--- src/rtl/aux_rec_pkg.sv ---
package aux_rec_pkg;

    localparam int CFG_BASE  = 16;
    localparam int FIELD_W   = 4;

    typedef struct packed {
        logic extra;
        logic thr_sens;
        logic fall_en;
        logic rise_en;
    } ch_cfg_t;

    typedef enum logic [0:0] {
        ST_IDLE = 1'b0,
        ST_SEND = 1'b1
    } out_state_t;

    function automatic ch_cfg_t cfg_field(input logic [31:0] word, input int ch);
        return ch_cfg_t'(word[CFG_BASE + FIELD_W*ch +: FIELD_W]);
    endfunction

endpackage

--- src/rtl/aux_sync.sv ---
module aux_sync #(
    parameter int W      = 4,
    parameter int STAGES = 2
) (
    input  logic         clk,
    input  logic         rst_n,
    input  logic [W-1:0] d,
    output logic [W-1:0] q
);
    logic [W-1:0] chain [STAGES];

    always_ff @(posedge clk or negedge rst_n) begin
        if (!rst_n) begin
            for (int s = 0; s < STAGES; s++) chain[s] <= '0;
        end else begin
            chain[0] <= d;
            for (int s = 1; s < STAGES; s++) chain[s] <= chain[s-1];
        end
    end

    assign q = chain[STAGES-1];
endmodule

--- src/rtl/aux_chan_capture.sv ---
module aux_chan_capture
    import aux_rec_pkg::*;
#(
    parameter int TS_W = 16
) (
    input  logic            clk,
    input  logic            rst_n,
    input  logic            level,
    input  ch_cfg_t         cfg,
    input  logic            throttle,
    input  logic [TS_W-1:0] ts,
    input  logic            grant,
    output logic            pend,
    output logic            pend_fall,
    output logic [TS_W-1:0] pend_ts,
    output logic            ovf
);
    logic prev;
    logic rise_seen, fall_seen, hit, drop, take, busy;

    always_comb begin
        rise_seen = level & ~prev;
        fall_seen = ~level & prev;
        hit       = (rise_seen & cfg.rise_en) | (fall_seen & cfg.fall_en);
        drop      = hit & cfg.thr_sens & throttle;
        take      = hit & ~drop;
        busy      = pend & ~grant;
    end

    always_ff @(posedge clk or negedge rst_n) begin
        if (!rst_n) begin
            prev      <= 1'b0;
            pend      <= 1'b0;
            pend_fall <= 1'b0;
            pend_ts   <= '0;
            ovf       <= 1'b0;
        end else begin
            prev <= level;
            if (grant) pend <= 1'b0;
            if (take) begin
                if (busy) begin
                    ovf <= 1'b1;
                end else begin
                    pend      <= 1'b1;
                    pend_fall <= fall_seen;
                    pend_ts   <= ts;
                end
            end
        end
    end


    ovf_sticky_chk: assert property (@(posedge clk) disable iff (!rst_n)
        ovf |=> ovf);


    grant_needs_pend_chk: assert property (@(posedge clk) disable iff (!rst_n)
        grant |-> pend);


    throttled_drop_chk: assert property (@(posedge clk) disable iff (!rst_n)
        (throttle && cfg.thr_sens && !pend) |=> !pend);
endmodule

--- src/rtl/aux_evt_arb.sv ---
module aux_evt_arb
    import aux_rec_pkg::*;
#(
    parameter int N_CH = 4,
    parameter int TS_W = 16,
    localparam int CH_W = (N_CH > 1) ? $clog2(N_CH) : 1
) (
    input  logic                       clk,
    input  logic                       rst_n,
    input  logic [N_CH-1:0]            pend,
    input  logic [N_CH-1:0]            pend_fall,
    input  logic [N_CH-1:0][TS_W-1:0]  pend_ts,
    input  logic                       evt_ready,
    output logic [N_CH-1:0]            grant,
    output logic                       evt_valid,
    output logic [CH_W-1:0]            evt_chan,
    output logic                       evt_fall,
    output logic [TS_W-1:0]            evt_ts
);
    out_state_t      state, nxt;
    logic [CH_W-1:0] sel;
    logic            found;

    always_comb begin
        sel   = '0;
        found = 1'b0;
        for (int i = 0; i < N_CH; i++) begin
            if (pend[i] && !found) begin
                sel   = CH_W'(i);
                found = 1'b1;
            end
        end
    end

    always_comb begin
        nxt = state;
        unique case (state)
            ST_IDLE: nxt = found ? ST_SEND : ST_IDLE;
            ST_SEND: nxt = evt_ready ? ST_IDLE : ST_SEND;
            default: nxt = ST_IDLE;
        endcase
    end

    always_ff @(posedge clk or negedge rst_n) begin
        if (!rst_n) state <= ST_IDLE;
        else        state <= nxt;
    end

    assign grant     = (state == ST_IDLE && found) ? (N_CH'(1) << sel) : '0;
    assign evt_valid = (state == ST_SEND);

    always_ff @(posedge clk or negedge rst_n) begin
        if (!rst_n) begin
            evt_chan <= '0;
            evt_fall <= 1'b0;
            evt_ts   <= '0;
        end else if (state == ST_IDLE && found) begin
            evt_chan <= sel;
            evt_fall <= pend_fall[sel];
            evt_ts   <= pend_ts[sel];
        end
    end


    hold_until_ready_chk: assert property (@(posedge clk) disable iff (!rst_n)
        (evt_valid && !evt_ready) |=>
            (evt_valid && $stable(evt_chan) && $stable(evt_fall) && $stable(evt_ts)));


    single_grant_chk: assert property (@(posedge clk) disable iff (!rst_n)
        $onehot0(grant));

    generate
        for (genvar gi = 1; gi < N_CH; gi++) begin : g_prio

            lowest_first_chk: assert property (@(posedge clk) disable iff (!rst_n)
                grant[gi] |-> (pend[gi-1:0] == '0));
        end
    endgenerate
endmodule

--- src/rtl/aux_edge_recorder.sv ---
module aux_edge_recorder
    import aux_rec_pkg::*;
#(
    parameter int TS_W        = 16,
    parameter int SYNC_STAGES = 2
) (
    input  logic            clk,
    input  logic            rst_n,
    input  logic [3:0]      aux_in,
    input  logic            pulser_mon,
    input  logic [TS_W-1:0] ts_in,
    input  logic [31:0]     cfg_word,
    input  logic            thr_req,
    output logic            evt_valid,
    input  logic            evt_ready,
    output logic [1:0]      evt_chan,
    output logic            evt_fall,
    output logic [TS_W-1:0] evt_ts,
    output logic            throttle_out,
    output logic            test_pulse_out,
    output logic [3:0]      ovf_flags
);
    localparam int N_CH     = 4;
    localparam int TP_CH    = 2;
    localparam int THR_CH   = 3;
    localparam int PULSE_CH = 1;

    ch_cfg_t                   ch_cfg [N_CH];
    logic [N_CH-1:0]           src, src_sync;
    logic [N_CH-1:0]           pend, pend_fall, grant;
    logic [N_CH-1:0][TS_W-1:0] pend_ts;
    logic                      thr_q, tp_q;
    logic                      unused_cfg;

    assign unused_cfg = ^cfg_word[15:4];

    generate
        for (genvar c = 0; c < N_CH; c++) begin : g_src
            assign ch_cfg[c] = cfg_field(cfg_word, c);
            if (c == PULSE_CH) begin : g_alt_pulse
                assign src[c] = cfg_word[c] ? pulser_mon : aux_in[c];
            end else if (c == THR_CH) begin : g_alt_loop
                assign src[c] = cfg_word[c] ? thr_q : aux_in[c];
            end else begin : g_plain
                assign src[c] = aux_in[c];
            end
        end
    endgenerate

    aux_sync #(.W(N_CH), .STAGES(SYNC_STAGES)) sync_i (
        .clk   (clk),
        .rst_n (rst_n),
        .d     (src),
        .q     (src_sync)
    );

    generate
        for (genvar c = 0; c < N_CH; c++) begin : g_chan
            aux_chan_capture #(.TS_W(TS_W)) cap_i (
                .clk       (clk),
                .rst_n     (rst_n),
                .level     (src_sync[c]),
                .cfg       (ch_cfg[c]),
                .throttle  (thr_q),
                .ts        (ts_in),
                .grant     (grant[c]),
                .pend      (pend[c]),
                .pend_fall (pend_fall[c]),
                .pend_ts   (pend_ts[c]),
                .ovf       (ovf_flags[c])
            );
        end
    endgenerate

    aux_evt_arb #(.N_CH(N_CH), .TS_W(TS_W)) arb_i (
        .clk       (clk),
        .rst_n     (rst_n),
        .pend      (pend),
        .pend_fall (pend_fall),
        .pend_ts   (pend_ts),
        .evt_ready (evt_ready),
        .grant     (grant),
        .evt_valid (evt_valid),
        .evt_chan  (evt_chan),
        .evt_fall  (evt_fall),
        .evt_ts    (evt_ts)
    );

    always_ff @(posedge clk or negedge rst_n) begin
        if (!rst_n) begin
            thr_q <= 1'b0;
            tp_q  <= 1'b0;
        end else begin
            thr_q <= thr_req | (src_sync[THR_CH] & ch_cfg[THR_CH].extra);
            tp_q  <= src_sync[TP_CH] & ch_cfg[TP_CH].extra;
        end
    end

    assign throttle_out   = thr_q;
    assign test_pulse_out = tp_q;


    thr_req_follow_chk: assert property (@(posedge clk) disable iff (!rst_n)
        thr_req |=> throttle_out);


    tp_off_chk: assert property (@(posedge clk) disable iff (!rst_n)
        !cfg_word[27] |=> !test_pulse_out);


    reset_quiet_chk: assert property (@(posedge clk)
        !rst_n |-> (!evt_valid && !throttle_out && ovf_flags == '0));
endmodule

--- config.mk ---
export PLATFORM = sky130hd
export DESIGN_NAME = aux_edge_recorder
export DESIGN_NICKNAME = d
export VERILOG_FILES = /design/src/rtl/aux_rec_pkg.sv /design/src/rtl/aux_sync.sv /design/src/rtl/aux_chan_capture.sv /design/src/rtl/aux_evt_arb.sv /design/src/rtl/aux_edge_recorder.sv
export SDC_FILE = /design/constraint.sdc
export NUM_CORES = 1
export LEC_CHECK = 0
export ABC_AREA = 1
export CAP_MARGIN = 20
export CORE_ASPECT_RATIO = 1.5
export CORE_MARGIN = 4
export CORE_UTILIZATION = 41
export DETAILED_ROUTE_END_ITERATION = 12
export DONT_BUFFER_PORTS = 1
export GPL_ROUTABILITY_DRIVEN = 0
export PLACE_DENSITY = 0.57
export SLEW_MARGIN = 20
export SYNTH_ARGS = -nofsm -noshare
export SYNTH_HDL_FRONTEND = slang
export SYNTH_HIERARCHICAL = 1
export SYNTH_SLANG_ARGS = --single-unit
export TNS_END_PERCENT = 5
--- constraint.sdc ---
create_clock -name clk -period 2.1 [get_ports clk]
set_input_delay 0.105 -clock clk [delete_from_list [all_inputs] [get_ports clk]]
set_output_delay 0.105 -clock clk [all_outputs]
set_load 0.01 [all_outputs]
==> flow_summary.json, run 1 <==
{
  "clock-sinks": 110,
  "slew_viol_final": 0,
  "synthAdderAreaFrac_pct": 0,
  "fmax_ghz": 0.546,
  "peakVddDrop_mv": 0.568,
  "final_nets": 746,
  "track_usage_pct": 19.0,
  "grt_pass1_vias": 4253,
  "skew_ps": 7.05,
  "synth.distinct_cells": 23,
  "clk_pin_slew_ps": 70,
  "period_needed_ps": 1830,
  "cpMostUsedCell": "nand2_1",
  "synth.cell_area_sq_um": 5470,
  "max-cap-violations": 0,
  "root_buffer": "clkbuf_16",
  "critPathArrivalTime_ps": 2060,
  "ys_seq_area_share_pct": 50.4,
  "numCtsBuffers": 9,
  "worstPathCellList": "inv_2, nor2_4, inv_4, nand2_8, nor3_1, inv_1, nand2_2, nand3_4, nand2_1, nand2_1",
  "drtAntennaViolNets": 0,
  "hold_ws_ps": -546,
  "syn_inst": 675,
  "min_period_over_period_pct": 87.2,
  "synth_compound_area_share_pct": 2.75,
  "dr.pass1.iters": 4,
  "num-fill-cells": 1328,
  "dieArea_sq_um": 15300,
  "h-tree-depth": 3,
  "switching_share_pct": 42.3,
  "vias": 4378,
  "violations": "negative hold slack",
  "grt_pass1_wl_microns": 22300,
  "synthMuxAreaShare_pct": 0,
  "path_class": "flip-flop to flip-flop",
  "crit_family": "simple AND/OR/NAND/NOR gates",
  "ys.flop_type": "dfrtp_1",
  "regArea_sq_um": 2750,
  "hold_buffers": 28,
  "die_y_microns": 149,
  "multi_input_area_sq_um": 2120,
  "drc": 0,
  "die_w_microns": 102,
  "slowest_stage": "dfrtp_1",
  "overflow": 0,
  "leakage_nw": 3.20,
  "power_frac_clock_pct": 19.1,
  "yosysWarnings": 6,
  "combinationalPowerShare_pct": 40.0,
  "crit_required_ps": 2330,
  "path_buf_inv": 3,
  "clk_latency_ps": 340,
  "status": "finished, violations left",
  "io_buffers": 0,
  "hp-class": "input port to async pin",
  "grt_max_degree": 111,
  "area_delta_synth_final_pct": 10.8,
  "synth_nets": 732,
  "drive_gt1_share_pct": 8.79,
  "critical_path.max_fanout": 19,
  "max_slew_margin_pct": 66.9,
  "synth-edff-count": 0,
  "routedWlPerCell_microns": 16.3,
  "initial_utilization_pct": 42.0,
  "worst_pin_slew_ps": 494,
  "critical_path.max_stage_delay_ps": 450,
  "rsz0062_at_grt": "false",
  "reg2reg_from": "g_chan[1].cap_i/pend",
  "power_density_nw_per_um2": 1440,
  "cp-start-kind": "flip-flop",
  "p_switching_w": 0.00369,
  "synth_xor_area_share_pct": 0,
  "intPower_w": 0.00504,
  "syn_area_per_cell_sq_um": 8.10,
  "n_antenna_cell": 0,
  "pwr-share-seq_pct": 40.9,
  "antenna_found_initial": 0,
  "setup-tns-final_ps": 0,
  "avgViaCountPerCell": 5.13,
  "drt_iter0_markers": 187,
  "wirelength_microns": 13900,
  "core_area_sq_um": 13000,
  "ys_seq_elements": 110,
  "clock_path_buffers": 2,
  "synth_top_family_by_area": "simple AND/OR/NAND/NOR gates",
  "floorplan.rows": 51,
  "synth-simple-area-share_pct": 35.9,
  "finalSetupViolations": 0,
  "cts_tree": "built",
  "worstSetupEndpointType": "flip-flop",
  "crit_start": "g_chan[1].cap_i/pend",
  "io_pins": 83,
  "hold_viol": 110,
  "dp_hpwl_microns": 9240,
  "total_power_w": 0.00872,
  "ys_async_sr_fraction_pct": 100
}
## state kept, by name, summed over array words and instances, names as in the netlist
signal / cells
arb_i/evt_chan: 2
arb_i/evt_fall: 1
arb_i/evt_ts: 16
arb_i/evt_valid: 1
g_chan.cap_i/ovf: 4
g_chan.cap_i/pend: 4
g_chan.cap_i/pend_fall: 4
g_chan.cap_i/pend_ts: 64
g_chan.cap_i/prev: 4
sync_i/chain: 4
sync_i/q: 4
test_pulse_out: 1
throttle_out: 1
## worst reg2reg max path, cell delays in order, from the launching register on
cell	delay [ps]
dfrtp_1	450
inv_2	100
nor2_4	60
inv_4	230
nand2_8	70
nor3_1	150
inv_1	80
nand2_2	160
nand3_4	230
nand2_1	130
nand2_1	60
## logic make-up (layout without fill, tap and decap cells)
| kind of cell | count (synthesis) | in the layout |
|---|---|---|
| AND/OR/NAND/NOR | 415 | 415 |
| buffers and inverters | 125 | 144 |
| flip-flops | 110 | 110 |
| AO/OA/AOI/OAI | 25 | 25 |
## power groups by stage
stage	clock, W	combinational, W	sequential (W)
global placement	0	0.00333	0.00359
floorplan	0	0.00278	0.00346
finish	0.00167	0.00349	0.00357
global route	0.00182	0.00399	0.00369
CTS	0.00172	0.00346	0.00358
detailed placement	0	0.00338	0.00361
## Yosys cell counts, types with 2 or more instances
| cell type | instances | area, sq um |
|---|---|---|
| nand3_1 | 34 | 170 |
| nand2_2 | 4 | 25.0 |
| inv_1 | 82 | 308 |
| nand2_1 | 281 | 1050 |
| nand4_1 | 68 | 425 |
| o21ai_0 | 19 | 95.1 |
| nor2_1 | 6 | 22.5 |
| nand3_2 | 8 | 80.1 |
| nand2_4 | 4 | 45.0 |
| nand3_4 | 5 | 87.6 |
| buf_6 | 7 | 78.8 |
| buf_4 | 16 | 120 |
| nor2_4 | 2 | 22.5 |
| buf_2 | 12 | 60.1 |
| dfrtp_1 | 110 | 2750 |
| inv_2 | 7 | 26.3 |
| o21bai_1 | 4 | 30.0 |
## repair_timing
item / 4_1_cts / 5_1_grt
endpoints found under the hold margin: 181 / 110
endpoints found under the setup margin: 0 / 53
gates resized for setup: 0 / 2
buffers inserted: 0 / 2
## cell usage in the layout, fill, tap and decap left out, drive strengths merged
cell type and n:
clkbuf 9, clkinvlp 2, o21ai 21, nor3 1
inv 90, o21bai 4, nand3 47, nor2 8
nor4 1, dlygate4sd3 28, nand2 290, buf 10
dfrtp 110, bufinv 1, nand4 68, clkinv 4
## per-stage QoR
step / setup WS, ps / cells / instance area (sq um) / utilization (%)
6_report: 269 / 853 / 6060 / 46.5
5_1_grt: 76.2 / 853 / 6060 / 46.5
4_1_cts: 34.9 / 851 / 6040 / 46.4
3_5_place_dp: 51.5 / 807 / 5470 / 42.0
3_3_place_gp: 58.2 / 807 / 5470 / 42.0
2_1_floorplan: 280 / 675 / 5470 / -
## final cells by class
class                           count  share of cell area, %
Tap cell                          159                   3.28
Clock inverter                      7                   1.07
Inverter                           90                   5.62
Timing Repair Buffer               38                   5.93
Multi-Input combinational cell    440                   34.9
Sequential cell                   110                   45.4
Clock buffer                        9                   3.72
## final timing paths
path                                                     to  slack, ps  depth (start not counted)
worst min-delay path                        sync_i/chain[6]       -550                          0
max in group asynchronous       g_chan[1].cap_i/pend_ts[15]       2500                          0
min in group clk                g_chan[0].cap_i/pend_ts[15]        190                          4
worst max-delay path             g_chan[0].cap_i/pend_ts[8]        270                         10
worst min register to register                  sync_i/q[3]        350                          0
worst max register to register   g_chan[0].cap_i/pend_ts[8]        270                         10
## layer usage
| metal | vias to the layer above | share of wire [%] | track usage [%] |
|---|---|---|---|
| li1 | 2171 | - | - |
| met1 | 2094 | 44 | 25.0 |
| met2 | 97 | 49 | 31.3 |
| met3 | 16 | 5.8 | 4.52 |
| met4 | 0 | 1.5 | 5.12 |
| met5 | - | 0 | 0 |
(Power assumes the default switching activity.)
==> run 2: changes to the inputs <==
GPL_TIMING_DRIVEN = 0   (was not set)
==> flow_summary.json, run 2 (same netlist as run 1, synthesis figures left out) <==
{
  "num-fill-cells": 1318,
  "final_cell_mix": "nand2_1, dfrtp_1, inv_1",
  "critical_path.max_fanout": 10,
  "power_frac_clock_pct": 20.2,
  "die_y_microns": 149,
  "hold_viol": 110,
  "worstSetupEndpointType": "flip-flop",
  "fmax_ghz": 0.511,
  "top_register": "g_chan.cap_i/pend_ts",
  "io_pins": 83,
  "drtAntennaViolNets": 0,
  "dr.pass1.iters": 4,
  "drt_iter0_markers": 231,
  "io_buffers": 0,
  "dieArea_sq_um": 15300,
  "total_power_w": 0.00926,
  "max-cap-violations": 0,
  "worstReg2RegEnd": "g_chan[3].cap_i/pend_fall",
  "hp-class": "input port to async pin",
  "floorplan.rows": 51,
  "regArea_sq_um": 2760,
  "wirelength_microns": 14000,
  "clock_path_buffers": 2,
  "met2_usage_pct": 32.7,
  "crit_required_ps": 2390,
  "cp-start-kind": "flip-flop",
  "clk_latency_ps": 350,
  "top_regs": "g_chan.cap_i/pend_ts x64, arb_i/evt_ts x16",
  "routedWlPerCell_microns": 15.7,
  "numCtsBuffers": 9,
  "critPathArrivalTime_ps": 2240,
  "intPower_w": 0.00547,
  "reg2reg_from": "g_chan[0].cap_i/pend",
  "slew_viol_final": 0,
  "p_switching_w": 0.00379,
  "violations": "negative hold slack",
  "leakage_nw": 3.39,
  "grt_pass1_wl_microns": 23100,
  "final_nets": 781,
  "dp_hpwl_microns": 10300,
  "skew_ps": 7.04,
  "path_class": "flip-flop to flip-flop",
  "period_needed_ps": 1960,
  "core_area_sq_um": 13000,
  "power_density_nw_per_um2": 1450,
  "max_slew_margin_pct": 76.3,
  "drive_gt1_share_pct": 13.3,
  "overflow": 0,
  "met1_usage_pct": 25.0,
  "combinationalPowerShare_pct": 41.0,
  "r2r_slack_ps": 140,
  "finalSetupViolations": 0,
  "area_delta_synth_final_pct": 16.6,
  "largest_reg_flops": 64,
  "final_common_cell": "nand2_1",
  "hold_buffers": 28,
  "clk_pin_slew_ps": 70,
  "pwr-share-seq_pct": 38.8,
  "setup-tns-final_ps": 0,
  "h-tree-depth": 3,
  "multi_input_area_sq_um": 2120,
  "clock-sinks": 110,
  "root_buffer": "clkbuf_16",
  "worst_pin_slew_ps": 355,
  "min_period_over_period_pct": 93.1,
  "die_w_microns": 102,
  "antenna_found_initial": 1,
  "rr_worst_depth": 10,
  "switching_share_pct": 40.9,
  "peakVddDrop_mv": 0.739,
  "grt_max_degree": 111,
  "track_usage_pct": 19.5,
  "cts_tree": "built",
  "drc": 0,
  "avgViaCountPerCell": 4.99,
  "vias": 4434,
  "grt_pass1_vias": 4440,
  "hold_ws_ps": -562,
  "busiest_layer": "met2",
  "initial_utilization_pct": 42.0,
  "use_met3_pct": 3.82,
  "status": "finished, violations left"
}
run 2: changes by cell type in the layout (fill, tap and decap cells not counted), sizes merged:
cell      change
diode         +1
clkinv        -3
clkinvlp      -1
inv           +1
bufinv        +1
clkbuf        +2
buf          +35
run 2: worst max-delay path by stage:
stage,start,endpoint,slack (ps),depth (start not counted)
3_3_place_gp,g_chan[0].cap_i/pend,g_chan[1].cap_i/pend_ts[7],4,11
3_5_place_dp,g_chan[0].cap_i/pend,g_chan[1].cap_i/pend_ts[9],-70,11
5_1_grt,g_chan[1].cap_i/pend,g_chan[1].cap_i/pend_ts[7],-8,11
2_1_floorplan,g_chan[1].cap_i/pend,g_chan[1].cap_i/pend_ts[10],280,11
4_1_cts,g_chan[0].cap_i/pend,g_chan[1].cap_i/pend_ts[9],20,11
6_report,g_chan[0].cap_i/pend,g_chan[3].cap_i/pend_fall,140,10
run 2: critical path: stages, from the launching register on:
cell     delay (ps)
dfrtp_2         460
nor2_4          170
nand3_4         150
buf_4           220
nor2_1           90
inv_1            40
nand2_1         110
buf_4           200
buf_4           190
nand4_1         150
nand2_1         100
run 2: metrics by stage:
stage	cell area [sq um]	setup slack, ps	hold WS, ps	utilization (%)	instances
floorplan	5470	280	-191	-	675
global placement	5670	3.86	-186	43.5	834
detailed placement	5670	-66.6	-187	43.5	834
CTS	6280	24.7	-576	48.3	879
global route	6370	-7.55	-572	49.0	889
finish	6370	144	-562	49.0	889
run 2: final cells by class:
type	count	share of cell area, %
diodes	1	0.0393
plain buffers	35	4.26
clock buffers	11	3.81
clock inverters	5	1.28
inverters	90	5.34
multi-input cells	440	33.3
flip-flops and latches	110	43.2
well taps	159	3.12
repair buffers	38	5.58
run 2: power by group through the flow:
stage / sequential [W] / combinational, W / clock [W]
6_report: 0.00359 / 0.00380 / 0.00187
5_1_grt: 0.00370 / 0.00440 / 0.00197
4_1_cts: 0.00360 / 0.00368 / 0.00192
3_5_place_dp: 0.00363 / 0.00358 / 0
3_3_place_gp: 0.00359 / 0.00351 / 0
2_1_floorplan: 0.00346 / 0.00278 / 0
run 2: what timing repair did:
action                     CTS  global route
hold endpoints to repair   181           110
setup endpoints to repair    9            29
pin swaps                    1             4
resized for setup            2             7
setup buffers                1             9
cloned                       0             0
run 2: per-layer routing:
layer / up-vias / share of wire (%)
met4: 0 / 1.4
met1: 2088 / 43
met3: 14 / 4.8
li1: 2246 / -
met2: 86 / 51
met5: - / 0
==> run 3: changes to the inputs <==
ABC_AREA = not set   (was 1)
TNS_END_PERCENT = 1   (was 5)
==> flow_summary.json, run 3 <==
{
  "status": "finished, violations left",
  "violations": "negative hold slack",
  "ys_async_sr_fraction_pct": 100,
  "crit_family": "simple AND/OR/NAND/NOR gates",
  "routedWlPerCell_microns": 22.5,
  "worstSetupEndpointType": "flip-flop",
  "overflow": 0,
  "path_class": "flip-flop to flip-flop",
  "numCtsBuffers": 9,
  "path_buf_inv": 3,
  "ys.flop_type": "dfrtp_1",
  "skew_ps": 8.66,
  "hold_viol": 110,
  "top_register": "g_chan.cap_i/pend_ts",
  "synth.distinct_cells": 30,
  "clk_pin_slew_ps": 70,
  "use_met3_pct": 4.81,
  "synth_nets": 403,
  "max_slew_margin_pct": 53.7,
  "antenna_found_initial": 0,
  "period_needed_ps": 2090,
  "vias": 3284,
  "avgViaCountPerCell": 5.82,
  "worstPathCellList": "nor4b_4, buf_6, and2_4, nor2b_4, a221oi_4, buf_6, buf_8, mux2_4",
  "ys_seq_elements": 110,
  "crit_required_ps": 2330,
  "r2r_slack_ps": 7,
  "stdcell_count": 564,
  "synthTopCellsByArea": "dfrtp_1, mux2_2, a31oi_1",
  "final_util_pct": 53.1,
  "die_y_microns": 143,
  "hold_ws_ps": -551,
  "placed_cells": 496,
  "cp-start-kind": "flip-flop",
  "synth.cell_area_sq_um": 4950,
  "floorplan.rows": 48,
  "finalSetupViolations": 0,
  "dp_hpwl_microns": 7880,
  "hold_buffers": 26,
  "core_area_sq_um": 11700,
  "synth_top_area_share_pct": 55.6,
  "grt_pass1_vias": 3511,
  "worst_pin_slew_ps": 694,
  "io_buffers": 0,
  "slowest_stage": "dfrtp_2",
  "setup_slack_ps": 6.54,
  "synth_common_cells": "dfrtp_1, mux2_2, a31oi_1",
  "area_delta_synth_final_pct": 24.9,
  "ys_seq_area_share_pct": 55.6,
  "drt_iter0_markers": 262,
  "yosysMostFrequentCell": "dfrtp_1",
  "peakVddDrop_mv": 0.563,
  "critical_path.max_fanout": 5,
  "yosysWarnings": 6,
  "slew_viol_final": 0,
  "grt_pass1_wl_microns": 19900,
  "drtAntennaViolNets": 0,
  "placed_area_sq_um": 5180,
  "fmax_ghz": 0.478,
  "n_antenna_cell": 0,
  "leakage_nw": 2.62,
  "top_regs": "g_chan.cap_i/pend_ts x64, arb_i/evt_ts x16",
  "largest_reg_flops": 64,
  "cpMostUsedCell": "buf_6",
  "design_area_sq_um": 6180,
  "initial_utilization_pct": 42.5,
  "clock_path_buffers": 2,
  "die_w_microns": 97.7,
  "synth-edff-count": 0,
  "reg2reg_from": "g_chan[0].cap_i/pend",
  "final_nets": 466,
  "cts_tree": "built",
  "max-cap-violations": 0,
  "final_cell_mix": "dfrtp_1, mux2_2, a31oi_1",
  "met2_usage_pct": 32.5,
  "hp-class": "input port to async pin",
  "yosysTopAreaCell": "dfrtp_1",
  "io_pins": 83,
  "min_period_over_period_pct": 99.7,
  "crit_start": "g_chan[0].cap_i/pend",
  "dr.pass1.iters": 6,
  "syn_inst": 346,
  "critical_path.max_stage_delay_ps": 460,
  "track_usage_pct": 18.7,
  "wirelength_microns": 12700,
  "final_common_cell": "dfrtp_1",
  "rr_worst_depth": 8,
  "grt_max_degree": 111,
  "clock-sinks": 110,
  "rsz0062_at_grt": "true",
  "busiest_layer": "met2",
  "num-fill-cells": 1004,
  "power_density_nw_per_um2": 1430,
  "drc": 0,
  "crit_cells": 8,
  "critPathArrivalTime_ps": 2320,
  "met1_usage_pct": 22.4,
  "drive_gt1_share_pct": 43.2,
  "pre_cts_slack_ps": -785,
  "endpoint": "g_chan[3].cap_i/pend_ts[2]",
  "worstReg2RegEnd": "g_chan[3].cap_i/pend_ts[2]",
  "root_buffer": "clkbuf_16",
  "dieArea_sq_um": 13900,
  "h-tree-depth": 3,
  "clk_latency_ps": 340,
  "syn_area_per_cell_sq_um": 14.3
}
==> run 3: cell type report <==
type                            count  area [sq um]  area share [%]
Buffer                             26           282            4.55
Multi-Input combinational cell    204          2110            34.1
Clock buffer                       10           239            3.87
Tap cell                          150           188            3.04
Clock inverter                      6          45.0           0.729
Inverter                            3          11.3           0.182
Timing Repair Buffer               55           553            8.95
Sequential cell                   110          2760            44.6
==> run 3: cells by family (layout without fill, tap and decap cells) <==
kind of cell | count (synthesis) | after routing | share of synthesized area [%]
flops | 110 | 110 | 55.6
buf+inv | 32 | 100 | 4.37
simple gates | 48 | 48 | 9.35
mux | 70 | 70 | 16.1
compound gates | 86 | 86 | 14.6
==> run 3: per-stage QoR <==
| stage | TNS (ps) | total power (W) |
|---|---|---|
| after global routing | -1730 | 0.00936 |
| final | 0 | 0.00887 |
| after CTS | -300 | 0.00874 |
| after detailed placement | -44880 | 0.00656 |
| after floorplan | -3710 | 0.00576 |
| after global placement | -45020 | 0.00646 |
==> run 3: power by group <==
| part | leakage [nW] | internal (W) | switching (W) |
|---|---|---|---|
| registers | 1.29 | 0.00305 | 0.000778 |
| logic | 1.18 | 0.00188 | 0.00153 |
| clock network | 0.143 | 0.000846 | 0.000775 |
==> run 3: worst min-delay path by stage <==
| stage | start | endpoint | slack, ps | cells after the start |
|---|---|---|---|---|
| floorplan | rst_n | arb_i/evt_chan[0] | -190 | 0 |
| global placement | rst_n | g_chan[3].cap_i/pend_ts[6] | -190 | 0 |
| detailed placement | rst_n | g_chan[3].cap_i/pend_ts[6] | -190 | 0 |
| CTS | rst_n | sync_i/chain[7] | -560 | 0 |
| global route | rst_n | g_chan[3].cap_i/prev | -570 | 0 |
| finish | rst_n | arb_i/evt_ts[12] | -550 | 0 |
==> run 3: repair_timing <==
item	CTS	global route
hold endpoints to repair	181	110
gates cloned	3	0
resized for setup	43	19
pin swaps	2	4
setup endpoints to repair	68	56
buffers inserted	22	5
==> run 3: metal layers <==
layer  wire (microns)  vias to the layer above
met3              788                       18
met4              233                        0
met2             6580                      108
met5                0                        -
li1                 -                     1469
met1             5100                     1689
